==> src/rtl/rxq_pkg.sv <==
package rxq_pkg;

    // Host-visible receive state held by the top level.
    typedef struct packed {
        logic       fifo_en;
        logic [7:0] hold;
        logic       dr;
        logic       oe;
        logic       bi;
        logic       to;
    } rxq_state_t;

    // Trigger level in bytes for the two select bits.
    function automatic int unsigned trig_level(input logic [1:0] sel);
        case (sel)
            2'd0:    return 1;
            2'd1:    return 4;
            2'd2:    return 8;
            default: return 14;
        endcase
    endfunction

    // Bits in one frame: start + data + parity + stop.
    function automatic logic [3:0] frame_bits(input logic [1:0] len,
                                              input logic       par,
                                              input logic       stop2);
        return 4'd7 + {2'b00, len} + {3'b000, par} + {3'b000, stop2};
    endfunction

endpackage

==> src/rtl/rxq_store.sv <==
module rxq_store #(
    parameter int DEPTH = 16,
    parameter int W     = 8
) (
    input  logic                         clk,
    input  logic                         rst_n,
    input  logic                         clr_i,
    input  logic                         push_i,
    input  logic [W-1:0]                 data_i,
    input  logic                         pop_i,
    output logic [W-1:0]                 head_o,
    output logic [$clog2(DEPTH):0]       count_o,
    output logic                         drop_o
);
    localparam int AW = $clog2(DEPTH);
    localparam int CW = AW + 1;

    typedef struct packed {
        logic [AW-1:0] wr;
        logic [AW-1:0] rd;
        logic [CW-1:0] cnt;
    } ptr_t;

    ptr_t          p_d, p_q;
    logic [W-1:0]  mem_q [DEPTH];
    logic          pop_ok, push_ok, empty, full;

    function automatic logic [AW-1:0] bump(input logic [AW-1:0] p);
        return (p == AW'(DEPTH - 1)) ? '0 : p + 1'b1;
    endfunction

    always_comb begin
        empty   = (p_q.cnt == '0);
        full    = (p_q.cnt == CW'(DEPTH));
        pop_ok  = pop_i && !empty && !clr_i;
        push_ok = push_i && !clr_i && (!full || pop_ok);
        drop_o  = push_i && !clr_i && full && !pop_ok;
        head_o  = empty ? '0 : mem_q[p_q.rd];
        count_o = p_q.cnt;

        p_d = p_q;
        if (clr_i) begin
            p_d = '0;
        end else begin
            if (pop_ok)  p_d.rd = bump(p_q.rd);
            if (push_ok) p_d.wr = bump(p_q.wr);
            case ({push_ok, pop_ok})
                2'b10:   p_d.cnt = p_q.cnt + 1'b1;
                2'b01:   p_d.cnt = p_q.cnt - 1'b1;
                default: p_d.cnt = p_q.cnt;
            endcase
        end
    end

    always_ff @(posedge clk or negedge rst_n) begin
        if (!rst_n) p_q <= '0;
        else        p_q <= p_d;
    end

    always_ff @(posedge clk) begin
        if (push_ok) mem_q[p_q.wr] <= data_i;
    end

    p_no_overflow_r3: assert property (@(posedge clk) disable iff (!rst_n)
        p_q.cnt <= CW'(DEPTH));

    p_pushpop_keeps_count_r11: assert property (@(posedge clk) disable iff (!rst_n)
        (push_i && pop_i && !empty && !clr_i) |=> $stable(p_q.cnt));

    p_clear_empties_r9: assert property (@(posedge clk) disable iff (!rst_n)
        clr_i |=> (count_o == '0));

endmodule

==> src/rtl/rxq_chartime.sv <==
module rxq_chartime
    import rxq_pkg::*;
#(
    parameter int DIV_W = 16
) (
    input  logic             clk,
    input  logic             rst_n,
    input  logic [DIV_W-1:0] divisor_i,
    input  logic [1:0]       data_len_i,
    input  logic             parity_en_i,
    input  logic             two_stop_i,
    input  logic             restart_i,
    input  logic             cancel_i,
    output logic             expire_o
);
    localparam int TW       = 6;
    localparam int MAX_LOAD = 48;

    typedef struct packed {
        logic             armed;
        logic [DIV_W-1:0] presc;
        logic [TW-1:0]    left;
    } ct_t;

    ct_t              c_d, c_q;
    logic [DIV_W-1:0] div_eff;
    logic             tick;
    logic [TW-1:0]    load;

    always_comb begin
        div_eff  = (divisor_i == '0) ? DIV_W'(1) : divisor_i;
        load     = {frame_bits(data_len_i, parity_en_i, two_stop_i), 2'b00};
        tick     = c_q.armed && (c_q.presc == div_eff - 1'b1);
        expire_o = tick && (c_q.left == TW'(1)) && !restart_i && !cancel_i;

        c_d = c_q;
        if (cancel_i) begin
            c_d = '0;
        end else if (restart_i) begin
            c_d.armed = 1'b1;
            c_d.presc = '0;
            c_d.left  = load;
        end else if (c_q.armed) begin
            if (tick) begin
                c_d.presc = '0;
                c_d.left  = c_q.left - 1'b1;
                if (c_q.left == TW'(1)) c_d.armed = 1'b0;
            end else begin
                c_d.presc = c_q.presc + 1'b1;
            end
        end
    end

    always_ff @(posedge clk or negedge rst_n) begin
        if (!rst_n) c_q <= '0;
        else        c_q <= c_d;
    end

    p_load_in_range_r7: assert property (@(posedge clk) disable iff (!rst_n)
        c_q.armed |-> (c_q.left != '0) && (c_q.left <= TW'(MAX_LOAD)));

    p_restart_loads_r6: assert property (@(posedge clk) disable iff (!rst_n)
        (restart_i && !cancel_i) |=> c_q.armed && (c_q.presc == '0));

endmodule

==> src/rtl/uart_rx_buffer.sv <==
module uart_rx_buffer
    import rxq_pkg::*;
#(
    parameter int DEPTH = 16,
    parameter int DIV_W = 16
) (
    input  logic             clk,
    input  logic             rst_n,
    input  logic             fifo_en_i,
    input  logic [1:0]       trig_sel_i,
    input  logic             flush_i,
    input  logic [1:0]       data_len_i,
    input  logic             parity_en_i,
    input  logic             two_stop_i,
    input  logic [DIV_W-1:0] divisor_i,
    input  logic             rx_valid_i,
    input  logic [7:0]       rx_byte_i,
    input  logic             brk_i,
    input  logic             rd_data_i,
    input  logic             rd_status_i,
    output logic [7:0]       rd_byte_o,
    output logic             data_ready_o,
    output logic             overrun_o,
    output logic             break_o,
    output logic             trig_hit_o,
    output logic             timeout_o
);
    localparam int CW = $clog2(DEPTH) + 1;

    rxq_state_t    s_d, s_q;
    logic          clr, rx_evt, qmode;
    logic [7:0]    rx_val, head;
    logic [CW-1:0] cnt;
    logic          drop, expire, restart, cancel;
    logic          st_push, st_pop;

    always_comb begin
        qmode   = s_q.fifo_en;
        clr     = flush_i || (fifo_en_i != s_q.fifo_en);
        rx_evt  = rx_valid_i || brk_i;
        rx_val  = brk_i ? 8'h00 : rx_byte_i;
        st_push = qmode && rx_evt;
        st_pop  = qmode && rd_data_i;
        restart = qmode && !clr &&
                  (rx_evt || (rd_data_i && cnt > CW'(1)));
        cancel  = clr || !qmode;
    end

    rxq_store #(.DEPTH(DEPTH), .W(8)) u_store (
        .clk     (clk),
        .rst_n   (rst_n),
        .clr_i   (clr),
        .push_i  (st_push),
        .data_i  (rx_val),
        .pop_i   (st_pop),
        .head_o  (head),
        .count_o (cnt),
        .drop_o  (drop)
    );

    rxq_chartime #(.DIV_W(DIV_W)) u_timer (
        .clk         (clk),
        .rst_n       (rst_n),
        .divisor_i   (divisor_i),
        .data_len_i  (data_len_i),
        .parity_en_i (parity_en_i),
        .two_stop_i  (two_stop_i),
        .restart_i   (restart),
        .cancel_i    (cancel),
        .expire_o    (expire)
    );

    always_comb begin
        s_d         = s_q;
        s_d.fifo_en = fifo_en_i;

        if (rd_status_i) begin
            s_d.oe = 1'b0;
            s_d.bi = 1'b0;
        end

        if (clr) begin
            s_d.dr = 1'b0;
            s_d.bi = 1'b0;
            s_d.to = 1'b0;
        end else if (qmode) begin
            if (rd_data_i) begin
                s_d.to = 1'b0;
                if (cnt <= CW'(1)) begin
                    s_d.dr = 1'b0;
                    s_d.bi = 1'b0;
                end
            end
            if (rx_evt) begin
                s_d.dr = 1'b1;
                if (brk_i) s_d.bi = 1'b1;
                if (drop)  s_d.oe = 1'b1;
            end
            if (expire && (cnt != '0) && !rd_data_i) s_d.to = 1'b1;
        end else begin
            if (rd_data_i) begin
                s_d.dr = 1'b0;
                s_d.bi = 1'b0;
            end
            if (rx_evt) begin
                s_d.hold = rx_val;
                if (s_q.dr && !rd_data_i) s_d.oe = 1'b1;
                s_d.dr = 1'b1;
                if (brk_i) s_d.bi = 1'b1;
            end
        end
    end

    always_ff @(posedge clk or negedge rst_n) begin
        if (!rst_n) s_q <= '0;
        else        s_q <= s_d;
    end

    always_comb begin
        rd_byte_o    = qmode ? head : s_q.hold;
        data_ready_o = s_q.dr;
        overrun_o    = s_q.oe;
        break_o      = s_q.bi;
        timeout_o    = s_q.to;
        trig_hit_o   = qmode ? (cnt >= CW'(trig_level(trig_sel_i))) : s_q.dr;
    end

    p_trig_needs_data_r2: assert property (@(posedge clk) disable iff (!rst_n)
        trig_hit_o |-> data_ready_o);

    p_full_drop_sets_oe_r3: assert property (@(posedge clk) disable iff (!rst_n)
        (qmode && rx_evt && !rd_data_i && !clr && cnt == CW'(DEPTH)) |=> overrun_o);

    p_break_flags_r4: assert property (@(posedge clk) disable iff (!rst_n)
        (brk_i && !clr) |=> (break_o && data_ready_o));

    p_empty_read_clears_r5: assert property (@(posedge clk) disable iff (!rst_n)
        (qmode && rd_data_i && cnt <= CW'(1) && !rx_evt && !clr)
            |=> (!data_ready_o && !break_o));

    p_timeout_has_data_r6: assert property (@(posedge clk) disable iff (!rst_n)
        timeout_o |-> (cnt != '0));

    p_read_clears_timeout_r6: assert property (@(posedge clk) disable iff (!rst_n)
        rd_data_i |=> !timeout_o);

    p_single_overrun_r8: assert property (@(posedge clk) disable iff (!rst_n)
        (!qmode && !clr && rx_evt && data_ready_o && !rd_data_i) |=> overrun_o);

    p_flush_clears_r9: assert property (@(posedge clk) disable iff (!rst_n)
        flush_i |=> (!data_ready_o && !break_o && !timeout_o));

    p_status_clears_r10: assert property (@(posedge clk) disable iff (!rst_n)
        (rd_status_i && !rx_evt) |=> (!overrun_o && !break_o));

endmodule

==> config.mk <==
export PLATFORM = sky130hd
export DESIGN_NAME = uart_rx_buffer
export DESIGN_NICKNAME = d
export VERILOG_FILES = /design/src/rtl/rxq_pkg.sv /design/src/rtl/rxq_store.sv /design/src/rtl/rxq_chartime.sv /design/src/rtl/uart_rx_buffer.sv
export SDC_FILE = /design/constraint.sdc
export NUM_CORES = 1
export LEC_CHECK = 0
export ABC_AREA = 1
export ABC_CLOCK_PERIOD_IN_PS = 4900
export BUFFER_PORTS_ARGS = -buffer_cell sky130_fd_sc_hd__buf_2
export CAP_MARGIN = 10
export CORE_MARGIN = 1.5
export CORE_UTILIZATION = 60
export DETAILED_ROUTE_END_ITERATION = 8
export HOLD_SLACK_MARGIN = 0.06
export PLACE_DENSITY = 0.8
export RECOVER_POWER = 50
export SLEW_MARGIN = 20
export SYNTH_ARGS = -nofsm -noshare
export SYNTH_HDL_FRONTEND = slang
export SYNTH_SLANG_ARGS = --single-unit
==> constraint.sdc <==
create_clock -name clk -period 4.9 [get_ports clk]
set_input_delay 0.98 -clock clk [delete_from_list [all_inputs] [get_ports clk]]
set_output_delay 0.98 -clock clk [all_outputs]
set_load 0.05 [all_outputs]
==> summary.txt, run 1 <==
Synthesis
  – Leading area contributor after synthesis: edfxtp_1
  – Syn_nets: roughly 960
  – Top-area cell type share of the netlist area: between 40% and 50%
  – Asr flop ratio synth: ~28%
  – Predominant post-synthesis flop cell: edfxtp_1
  – Synth Cell Area: between 0.008 and 0.009 sq mm
  – Most area-consuming cells after synthesis: edfxtp_1 (44%), dfrtp_1 (14%), o21ai_0 (6.8%)
  – Sequential fraction of the synthesis area: a little under three fifths
  – EDFF count, synth: around 130
  – Synthesized flop and latch total: roughly 180
  – Most instantiated cells after synthesis: nor2_1 (158), edfxtp_1 (128), o21ai_0 (119)
  – Syn avg cell area: about 9.8 sq um
  – Distinct cells, synth: 45
  – Most common cell in the netlist: nor2_1
  – Total number of yosys warnings: 0
  – Cells after synthesis: about 900

Finish
  – Final #Nets: around 1000
  – Finished Core Util: 67.8%
  – Layout area overhead: 11.0%
  – # diodes: 0
  – Layout cell share with drive strength beyond 1: 12.5%

Global route
  – Number of global-route vias before repair: 6124
  – Grt met1 use: 35.6%
  – Gr busiest metal: met2
  – Grt met3 use: 5.72%
  – Total GRT Usage: 27.6%
  – First-pass GRT wire length: about 31000 microns
  – Remaining Overflow, GRT: 0
  – Met2 Track Usage GR: 44.2%
  – Largest net degree at the start of global routing: 66
  – Antenna violations before repair: 0

STA
  – Slew headroom: -28.3%
  – Worst Skew: 10.5 ps
  – Max Slew Vio Count: 35
  – Fin. Hold Viols: 0
  – Least-Margin Pin Slew: between 1500 and 2000 ps
  – Fin crit period: between 4000 and 5000 ps
  – RSZ-0062 raised after global routing: false
  – Setup TNS: 0 ps
  – Peak Freq: approximately 250 MHz
  – Setup violators final: 0
  – Final worst-path cycle share: approximately four fifths

Pwr
  – Power Dens Cells: around 340 mW/mm^2
  – Final Power: 3.37 mW
  – Maximum VDD drop: 0.261 mV
  – P_leak: 3.86 nW

Clock tree
  – Clk_lat worst skew: between 400 and 500 ps
  – Root buffer cell: clkbuf_16
  – CTS tree: yes
  – Post-CTS sizing: 0
  – CTS Sinks: between 150 and 200
  – Total CTS buffers: 17
  – H-tree lvl count: 4
  – CTS hold repair buffers: 0
  – Setup repair bufs after CTS: 0
  – Max Root-Sink Buffers: 2
  – Reg clk slew, reported paths: approximately 70 ps

Floorplan
  – Chip height: 124 microns
  – Core area: about 0.014 sq mm
  – Die width: ~120 microns
  – Starting Density: between 60% and 70%
  – Die area: 0.0154 sq mm
  – Row cnt: 44
  – I/O pin count: 51

Routing
  – DR vias/cell: between 5 and 6
  – WL/cell: about 18 microns
  – Initial DRT Pass Iterations: 5
  – First-iteration detailed-routing DRC count: around 630
  – Via count: between 6000 and 7000
  – Routed Wire Length: between 20000 and 25000 microns
  – Routed Antenna Nets: 0
  – Remaining DRCs: 0

Setup path
  – CP max FO: 34
  – Req. time, crit path: around 3900 ps
  – Critical Path Sink Type: output port
  – Worst EP arrival: ~3000 ps
  – Critical path class: flop to output port
  – Startpoint Class: flop

Min path
  – Worst min-delay path class: flop to flop

Placed design
  – Buffers on Ports: 50
  – Placer Congestion: between 0.8 and 0.9
  – Final HPWL DP: 13500 microns

Status
  – Violated checks: max-capacitance violations, max-slew violations
  – Status: finished with violations

Flow run
  – Max-Cap Viols: 1
==> power by group <==
| part | total [mW] | switching, mW | internal, mW |
|---|---|---|---|
| Clock | 1.36 | 0.631 | 0.726 |
| Sequential | 1.67 | 0.0251 | 1.64 |
| Combinational | 0.347 | 0.248 | 0.0984 |
| Total | 3.37 | 0.904 | 2.47 |
==> layout make-up <==
cell class              count  area (sq um)
clock inverters            15           170
flip-flops and latches    177          5070
multi-input cells         595          3240
clock buffers              17           425
well taps                 184           230
repair buffers             58           290
inverters                  96           363
fillers                  1097          4640
==> stage by stage <==
step	instance area [sq um]	hold slack, ps	worst slack [ps]	cells
6_report	9790	543	883	1142
5_1_grt	9790	575	643	1142
4_1_cts	9810	470	926	1141
3_5_place_dp	9210	531	1140	1109
3_3_place_gp	9210	521	1220	1109
2_1_floorplan	8810	494	1550	899
==> flip-flops by register name, indices dropped and copies added, names as in the netlist <==
signal / count
u_store.p_q: 8
break_o: 1
u_timer.c_q: 23
overrun_o: 1
timeout_o: 1
qmode: 1
u_store.mem_q: 128
data_ready_o: 1
s_q: 8
u_store.count_o: 5
==> logic make-up after synthesis <==
kind of cell               count (synthesis)  share of synthesized area, %
AOI/OAI and AO/OA                        199                          13.4
xor gates and xnor gates                  35                          3.48
adders and majority gates                 21                          3.07
buffers and inverters                    127                          5.72
DFF                                      177                          57.5
and+or+nand+nor                          340                          16.8
==> placed cells by master, fill, tap and decap left out, types with 2 or more instances in the layout <==
master     netlist  routed
nor2_1         158     158
clkbuf_16        0      17
or2_1            3       2
xnor2_1         11      11
buf_4            0       4
nand4_1          9       9
clkinv_4         0       3
o211ai_1         2       2
inv_1           89      91
o32ai_1          5       5
clkbuf_1        26       8
edfxtp_1       128     128
nand2_2          8       7
nand2_1        108     109
inv_6            0       4
buf_2            2      46
nor2_4           4       4
inv_8            0       3
o21ai_0        119     119
xor2_1          24      24
inv_2            5       3
a21oi_1         11      11
o21ai_1          5       5
o22ai_1         40      40
nor2_2           3       3
nand2_4          2       2
ha_1            20      20
o22ai_2         10      10
dfrtp_1         49      48
nand3_1         27      27
nor3_1          10      10
clkinv_8         0       2
==> routing by layer <==
metal	routed length [microns]	part of all wire [%]	vias to the layer above
li1	-	-	3163
met1	8150	40	3103
met2	9900	49	285
met3	1490	7.3	64
met4	850	4.2	0
met5	0	0	-
==> critical path: stages, from the launching register on <==
cell,delay [ps]
dfrtp_1,410
inv_1,770
o21ai_0,200
o22ai_1,220
nor2_1,70
o32ai_1,320
nand2_1,160
o21ai_0,120
buf_2,300
==> worst paths after layout <==
path                                     start                  end  slack [ps]  depth (start not counted)
max in group asynchronous                rst_n      u_store.p_q[10]        1870                          2
min in group asynchronous                rst_n               s_q[4]         690                          1
worst max register to register           qmode  u_store.mem_q[4][5]        1260                         10
worst max-delay path            u_store.p_q[6]         rd_byte_o[7]         880                          8
worst min register to register         s_q[11]              s_q[11]         540                          2
worst min-delay path                   s_q[11]              s_q[11]         540                          2
Power figures use the tool's default switching activity.
==> run 2, diff against run 1 <==
- ABC_CLOCK_PERIOD_IN_PS: 4900 -> 3700
- clock period: 4.9 -> 3.7 ns (I/O delays scaled with it)
==> summary.txt, run 2 (synthesized netlist as in run 1, its figures left out) <==
Global route
  – Largest net degree at the start of global routing: 66
  – Total GRT Usage: roughly 29%
  – Number of global-route vias before repair: 6342
  – Remaining Overflow, GRT: 0
  – First-pass GRT wire length: between 30000 and 40000 microns
  – Antenna violations before repair: 0

Setup path
  – Critical path class: flop to output port
  – R2r worst-path depth: 14
  – Worst EP arrival: ~2800 ps
  – FF-to-FF End: u_store.mem_q[10][7]
  – Crit path launch: u_store.p_q[5]
  – Crit path top cell by count: o21ai_0
  – CP max FO: between 60 and 70
  – Reg2Reg Setup Slack: 730 ps
  – Slowest stage delay, CP: roughly 540 ps
  – Req. time, crit path: a little under 3000 ps
  – Reg-to-reg startpoint: u_store.count_o[0]
  – Startpoint Class: flop
  – Cells along the critical path: buf_4 > o21ai_0 > o22ai_1 > nor2_1 > o32ai_1 > nand2_1 > o21ai_0 > buf_2
  – Critical Path Sink Type: output port
  – Setup crit end: rd_byte_o[7]
  – Worst path slowest cell: buf_4

STA
  – Max Slew Vio Count: 30
  – Slew headroom: -5.08%
  – Least-Margin Pin Slew: about 1600 ps
  – Final worst-path cycle share: 94.5%
  – RSZ-0062 raised after global routing: false
  – Setup TNS: 0 ps
  – Setup violators final: 0
  – Peak Freq: about 290 MHz
  – Worst Skew: ~12 ps
  – Fin crit period: about 3500 ps
  – Fin. Hold Viols: 0

Placed design
  – Buffers on Ports: 50
  – Placer Congestion: approximately 0.9
  – Final HPWL DP: 14100 microns

Pwr
  – Power Dens Cells: approximately 450 mW/mm^2
  – Final Power: about 4.5 mW
  – Maximum VDD drop: approximately 0.36 mV
  – P_leak: roughly 4.0 nW

Floorplan
  – I/O pin count: slightly above 50
  – Die area: around 0.015 sq mm
  – Chip height: 124 microns
  – Starting Density: 61.1%
  – Core area: ~0.014 sq mm
  – Row cnt: 44
  – Die width: 124 microns

Finish
  – Layout area overhead: 13.1%
  – Final #Nets: ~1000
  – Layout cell share with drive strength beyond 1: 14.3%
  – Most common cell after layout, fill and taps aside: nor2_1
  – Largest regs: u_store.mem_q (128), u_timer.c_q (23)
  – Max reg flops: between 100 and 150
  – # diodes: 0
  – Most frequent cells in the layout: nor2_1 (158), edfxtp_1 (128), o21ai_0 (119)
  – Most flop-heavy register: u_store.mem_q
  – FILL cells: 1046

Routing
  – Initial DRT Pass Iterations: 6
  – First-iteration detailed-routing DRC count: 847
  – Via count: ~6900
  – Routed Wire Length: 21400 microns
  – Remaining DRCs: 0
  – Routed Antenna Nets: 0
  – DR vias/cell: 5.88
  – WL/cell: 18.3 microns

Clock tree
  – Total CTS buffers: 17
  – CTS tree: yes
  – CTS Sinks: around 180
  – Clk_lat worst skew: roughly 440 ps
  – Max Root-Sink Buffers: 2
  – Reg clk slew, reported paths: approximately 70 ps
  – H-tree lvl count: 4
  – Root buffer cell: clkbuf_16

Flow run
  – Max-Cap Viols: 1

Status
  – Violated checks: max-capacitance violations, max-slew violations
  – Status: finished with violations

Min path
  – Worst min-delay path class: input pin to flop
==> run 2: cell count changes in the layout (fill, tap and decap cells not counted), moves of 2 or more <==
cell and delta:
buf_2 -2, buf_4 +20, clkbuf_1 +8, clkinv_4 -3, clkinv_8 -2, clkinvlp_4 +3
inv_1 -3, inv_2 +2
==> run 2: where the power goes <==
| part | total, mW | internal, mW | switching, mW |
|---|---|---|---|
| clock | 1.80 | 1.01 | 0.788 |
| combinational | 0.475 | 0.134 | 0.341 |
| sequential | 2.21 | 2.18 | 0.0319 |
==> run 2: worst min-delay path by stage <==
stage | start | end | slack [ps] | cells past startpoint
4_1_cts | rst_n | s_q[9] | 270 | 1
3_5_place_dp | s_q[6] | s_q[6] | 520 | 2
5_1_grt | fifo_en_i | qmode | 450 | 1
2_1_floorplan | rst_n | break_o | 440 | 0
6_report | fifo_en_i | qmode | 440 | 1
3_3_place_gp | s_q[9] | s_q[9] | 510 | 2
==> run 2: final cells by class <==
class	count	area (sq um)	area share, %
inverters	96	367	3.68
repair buffers	84	484	4.86
multi-input cells	595	3230	32.4
clock inverters	13	150	1.51
flip-flops and latches	177	5070	50.9
clock buffers	19	433	4.34
well taps	184	230	2.31
==> run 2: per-layer routing <==
metal	global-route usage (%)	vias up	share of wire (%)
met1	37.1	3293	40
met4	14.4	0	3.9
met2	46.9	301	49
met3	5.54	63	7.0
li1	-	3216	-
met5	0	-	0
==> run 2: timing repair <==
item                                    in CTS  in global routing
hold buffers                                 0                  0
endpoints found under the setup margin       0                  4
resized for setup                            0                  2
buffers inserted                             0                  0
==> run 2: worst max-delay path, delay by kind of cell (launching register included) <==
kind            cells  cell delay, ps
compound gates      4             890
simple gates        2             210
flops               1             370
buf+inv             2             840
==> run 2: stage by stage <==
step                      util (%)  cells  instance area, sq um  setup WS, ps  hold slack (ps)
after global routing          69.1   1168                  9970          69.4              450
after floorplan                  -    899                  8810           736              444
after detailed placement      65.3   1136                  9420           325              523
after CTS                     69.4   1168                 10000           119              271
after global placement        65.3   1136                  9420           444              514
final                         69.1   1168                  9970           202              444
